[src/rtl/adc_ramp_pkg.sv]
package adc_ramp_pkg;
  typedef enum logic {
    ST_IDLE = 1'b0,
    ST_RAMP = 1'b1
  } ramp_state_e;
endpackage

[src/rtl/ramp_rst_sync.sv]
module ramp_rst_sync (
  input  logic clk,
  input  logic rst_n,
  output logic rst_n_sync
);
  logic [1:0] sync_q;

  always_ff @(posedge clk or negedge rst_n) begin
    if (!rst_n) sync_q <= 2'b00;
    else        sync_q <= {sync_q[0], 1'b1};
  end

  assign rst_n_sync = sync_q[1];
endmodule

[src/rtl/ramp_counter.sv]
module ramp_counter #(
  parameter int CODE_W = 8
) (
  input  logic              clk,
  input  logic              rst_n,
  input  logic              clr,
  input  logic              inc,
  output logic [CODE_W-1:0] code,
  output logic              at_max
);
  localparam logic [CODE_W-1:0] CODE_MAX = {CODE_W{1'b1}};

  logic [CODE_W-1:0] code_d;
  logic              code_en;

  always_comb begin
    code_en = clr | inc;
    code_d  = clr ? '0 : code + 1'b1;
  end

  always_ff @(posedge clk or negedge rst_n) begin
    if (!rst_n)       code <= '0;
    else if (code_en) code <= code_d;
  end

  assign at_max = (code == CODE_MAX);
endmodule

[src/rtl/ramp_ctrl.sv]
module ramp_ctrl
  import adc_ramp_pkg::*;
(
  input  logic clk,
  input  logic rst_n,
  input  logic start,
  input  logic cmp_above,
  input  logic at_max,
  output logic busy,
  output logic cnt_clr,
  output logic cnt_inc,
  output logic finish,
  output logic ovr_hit
);
  ramp_state_e state_q, state_d;

  always_comb begin
    state_d = state_q;
    cnt_clr = 1'b0;
    cnt_inc = 1'b0;
    finish  = 1'b0;
    ovr_hit = 1'b0;
    unique case (state_q)
      ST_IDLE: begin
        if (start) begin
          cnt_clr = 1'b1;
          state_d = ST_RAMP;
        end
      end
      ST_RAMP: begin
        if (cmp_above) begin
          finish  = 1'b1;
          cnt_clr = 1'b1;
          state_d = ST_IDLE;
        end else if (at_max) begin
          finish  = 1'b1;
          ovr_hit = 1'b1;
          cnt_clr = 1'b1;
          state_d = ST_IDLE;
        end else begin
          cnt_inc = 1'b1;
        end
      end
      default: state_d = ST_IDLE;
    endcase
  end

  always_ff @(posedge clk or negedge rst_n) begin
    if (!rst_n) state_q <= ST_IDLE;
    else        state_q <= state_d;
  end

  assign busy = (state_q == ST_RAMP);
endmodule

[src/rtl/ramp_result.sv]
module ramp_result #(
  parameter int CODE_W = 8
) (
  input  logic              clk,
  input  logic              rst_n,
  input  logic              load,
  input  logic              ovr_in,
  input  logic [CODE_W-1:0] code_in,
  output logic [CODE_W-1:0] result,
  output logic              overrange,
  output logic              done
);
  always_ff @(posedge clk or negedge rst_n) begin
    if (!rst_n) begin
      result    <= '0;
      overrange <= 1'b0;
    end else if (load) begin
      result    <= code_in;
      overrange <= ovr_in;
    end
  end

  always_ff @(posedge clk or negedge rst_n) begin
    if (!rst_n) done <= 1'b0;
    else        done <= load;
  end
endmodule

[src/rtl/counter_ramp_adc.sv]
module counter_ramp_adc #(
  parameter int CODE_W = 8
) (
  input  logic              clk,
  input  logic              rst_n,
  input  logic              start_i,
  input  logic              cmp_above_i,
  output logic [CODE_W-1:0] dac_code_o,
  output logic              busy_o,
  output logic              done_o,
  output logic [CODE_W-1:0] result_o,
  output logic              overrange_o
);
  logic rst_n_int;
  logic at_max, cnt_clr, cnt_inc, finish, ovr_hit;

  ramp_rst_sync u_rst (
    .clk        (clk),
    .rst_n      (rst_n),
    .rst_n_sync (rst_n_int)
  );

  ramp_ctrl u_ctrl (
    .clk       (clk),
    .rst_n     (rst_n_int),
    .start     (start_i),
    .cmp_above (cmp_above_i),
    .at_max    (at_max),
    .busy      (busy_o),
    .cnt_clr   (cnt_clr),
    .cnt_inc   (cnt_inc),
    .finish    (finish),
    .ovr_hit   (ovr_hit)
  );

  ramp_counter #(.CODE_W(CODE_W)) u_cnt (
    .clk    (clk),
    .rst_n  (rst_n_int),
    .clr    (cnt_clr),
    .inc    (cnt_inc),
    .code   (dac_code_o),
    .at_max (at_max)
  );

  ramp_result #(.CODE_W(CODE_W)) u_res (
    .clk       (clk),
    .rst_n     (rst_n_int),
    .load      (finish),
    .ovr_in    (ovr_hit),
    .code_in   (dac_code_o),
    .result    (result_o),
    .overrange (overrange_o),
    .done      (done_o)
  );
endmodule

[config.mk]
export PLATFORM = sky130hd
export DESIGN_NAME = counter_ramp_adc
export DESIGN_NICKNAME = d
export VERILOG_FILES = /design/src/rtl/adc_ramp_pkg.sv /design/src/rtl/ramp_rst_sync.sv /design/src/rtl/ramp_counter.sv /design/src/rtl/ramp_ctrl.sv /design/src/rtl/ramp_result.sv /design/src/rtl/counter_ramp_adc.sv
export SDC_FILE = /design/constraint.sdc
export NUM_CORES = 1
export LEC_CHECK = 0
export CELL_PAD_IN_SITES_DETAIL_PLACEMENT = 1
export CELL_PAD_IN_SITES_GLOBAL_PLACEMENT = 2
export CORE_MARGIN = 2
export CORE_UTILIZATION = 31
export DETAILED_ROUTE_END_ITERATION = 8
export HOLD_SLACK_MARGIN = 0.15
export PLACE_DENSITY = 0.84
export SETUP_SLACK_MARGIN = 0.3
export SLEW_MARGIN = 15
export SYNTH_ARGS = -nofsm -noshare
export SYNTH_HDL_FRONTEND = slang
export SYNTH_HIERARCHICAL = 1
export SYNTH_SLANG_ARGS = --single-unit
[constraint.sdc]
create_clock -name clk -period 0.9 [get_ports clk]
set_input_delay 0.135 -clock clk [delete_from_list [all_inputs] [get_ports clk]]
set_output_delay 0.135 -clock clk [all_outputs]
set_load 0.01 [all_outputs]
==> summary.md <==
| Metric | Value |
|---|---|
| Area share of fa/ha/maj cells after synthesis | 1.353% |
| Count leader, synth | dfrtp_1 |
| Worst skew pair latency | 310 ps |
| Yosys top cell area share | between 50% and 60% |
| Initial Util | approximately a third |
| Crit Path Max Fanout | 4 |
| Primary FF master, synth | dfrtp_1 |
| Final setup fails | 38 |
| M1 wire length | 1252 microns |
| Gr ovfl total | 0 |
| Nets | 154 |
| Outcome | finished, violations left |
| Number of diodes | 0 |
| Largest family of logic cells by synthesized area | multiplexers |
| RD Place Congestion | 0.7616 |
| Ys async rst share | 100.0% |
| Post-synth EDFFs | 0 |
| Pwr dens | 1183 nW/um^2 |
| Max Clk Rate | 558.2 MHz |
| P&R area growth vs syn | 89.99% |
| DRT iter0 DRCs | 28 |
| Wire length on met3 | about 110 microns |
| Synth area leader | dfrtp_1 |
| Vias in the first global route | slightly below 1,000 |
| Max-slew violations | 0 |
| First-pass DRT Iterations | 5 |
| Input/output buffers | 22 |
| Synthesized area | 924.6 sq um |
| CP required | 1120 ps |
| RSZ-0062 raised after global routing | yes |
| Crit path time final | 1791 ps |
| Synth Area in Compound Gates | 4.060% |
| Final WS setup | -891.5 ps |
| Routed wl met2 | just under 2000 microns |
| Layout Skew | 5.902 ps |
| Via-per-instance ratio | roughly 4.8 |
| Total GRT Usage | 19.20% |
| Max-cap viol count | 0 |
| Synth area leaders | dfrtp_1 (57%), mux2_4 (15%), nor2_1 (4.1%), xor2_1 (2.8%), nand4_4 (2.3%) |
| Die Area | 3436 sq um |
| Crit path arrival time | 2010 ps |
| Fin crit share | 199.1% |
| Avg WL per Cell | 18.97 microns |
| Startpoint types | flop |
| Worst Setup End Kind | flop |
| Core area | around 2800 sq um |
| IO Count | 23 |
| Worst r2r path cells | 10 |
| Reg2reg setup slack | -890 ps |
| Setup TNS | -19,670 ps |
| Hold slack | -34.77 ps |
| Failing checks | design-rule violations, negative hold slack, negative setup slack |
| Synth Area in XOR/XNOR | under 10% |
| CTS H-Tree Depth | 1 |
| Sequential fraction of the synthesis area | a little under three fifths |
| Share of layout cells above drive strength 1 | 72.30% |
| CTS Buffer Depth | 2 |
| CTS tree | built |
| Avg Cell Area, Syn | 13.02 sq um |
| Clock Tree Root | clkbuf_4 |
| FF-to-FF End | u_cnt/code[1] |
| Hold/Removal Path Class | in -> async |
| Final ANT Viol Nets | 0 |
| R2R Path Start | u_cnt/code[0] |
| Top sig layer | met4 |
| Post-synthesis mux area share | about 16% |
| Worst-path clk slew | 130 ps |
| Initial antenna violation count | 0 |
| Simple-Gate Fraction of Synth Area | 15.02% |
| Largest net degree at the start of global routing | 20 |
| Chip height | 58.62 microns |
| Syn Nets | 76 |
| Post-synth top cells | dfrtp_1 (21), nor2_1 (10), mux2_4 (9) |
| Die width | 58.62 microns |
| Hold Fails Final Rpt | 2 |
| Yosys reg bits | 21 |
| Num rows | 19 |
| P_leak | 0.8742 nW |
| Routed wire length | 3395 microns |
| Final core occ | a little over three fifths |
| CTS Buf Count | 3 |
| Detail Placement HPWL | 1765 microns |
| Crit path kind | reg -> reg |
| First-pass GRT wire length | 4719 microns |
| DRC | 1 |
| Synth cell types | 22 |
| Synth Instances | 71 |
| Worst vdd ir | 988.6 uV |
| Via count | roughly 860 |
| Syn. warnings | 6 |
| # clock sinks | 21 |
layout make-up:
type	count	area, sq um
clock buffer	3	22.52
fill	292	1049
multi-input combinational	46	465.4
sequential	21	533.0
tap	31	38.79
inverter	1	3.754
timing repair buffer	76	688.2
clock inverter	1	5.005
layer usage:
layer  up-vias  GRT usage [%]
met1       434          19.08
met3         8          4.615
li1        396              -
met5         -              0
met2        23          37.72
met4         0          7.468
critical path, cell delays in order, from the launching register on:
cell     delay [ps]
dfrtp_2         450
ha_4            180
nand3_4          60
nor2_4           40
nor3b_4         250
buf_6           160
buf_4           110
buf_4           100
buf_6           100
mux2i_1         190
nor2_1           50
worst max-delay path by stage:
stage                   from               to  slack, ps  depth (start not counted)
2_1_floorplan  u_cnt/code[0]    u_cnt/code[5]       -860                          8
5_1_grt        u_cnt/code[0]    u_cnt/code[1]       -950                         10
3_3_place_gp   u_cnt/code[1]  u_res/result[6]       -780                          7
4_1_cts        u_cnt/code[0]    u_cnt/code[5]       -830                          8
6_report       u_cnt/code[0]    u_cnt/code[1]       -890                         10
3_5_place_dp   u_cnt/code[1]    u_cnt/code[6]       -900                          7
cells in the final DEF, fill, tap and decap left out, types with 2 or more instances in the layout:
cell,count
or3_1,2
clkbuf_4,3
o21ai_0,2
a21oi_2,2
dfrtp_2,3
nor2_2,3
buf_6,34
dfrtp_1,17
nor2_1,3
mux2_4,9
nor2_4,4
buf_4,28
xor2_1,2
nand3_1,2
buf_2,10
clkdlybuf4s50_1,3
nand4_1,2
registers in the layout, indices dropped and copies added, names as in the netlist:
register / flops
u_rst/sync_q: 2
u_res/result: 8
u_res/overrange: 1
u_cnt/code: 8
u_ctrl/busy: 1
u_res/done: 1
through the flow:
stage / setup slack (ps) / hold slack, ps / instances / area [sq um] / power [mW]
after floorplan: -862.0 / -160.6 / 71 / 954.7 / 1.208
after global placement: -780.7 / 216.5 / 147 / 1381 / 1.380
after detailed placement: -901.7 / 222.4 / 147 / 1381 / 1.398
after CTS: -832.8 / -42.34 / 172 / 1618 / 2.001
after global routing: -952.8 / -53.10 / 179 / 1757 / 2.166
final: -891.5 / -34.77 / 179 / 1757 / 2.078
power breakdown:
| part | total, mW | switching [mW] | internal, mW |
|---|---|---|---|
| Combinational | 0.566 | 0.236 | 0.330 |
| Clock | 0.485 | 0.319 | 0.166 |
| Sequential | 1.03 | 0.0430 | 0.985 |
| Total | 2.08 | 0.598 | 1.48 |
logic make-up after synthesis:
kind of cell	count (synthesis)
compound gates	7
xor+xnor	4
fa+ha+maj	1
buf+inv	4
flops	21
mux	10
other cells	1
simple gates	23
repair_timing:
item / in CTS / in global routing
endpoints found under the setup margin: 38 / 57
endpoints found under the hold margin: 2 / 2
resized for setup: 112 / 19
pin swaps: 20 / 5
buffers inserted: 21 / 7
cloned: 0 / 0
No activity file was read; power rests on OpenSTA's default activity.
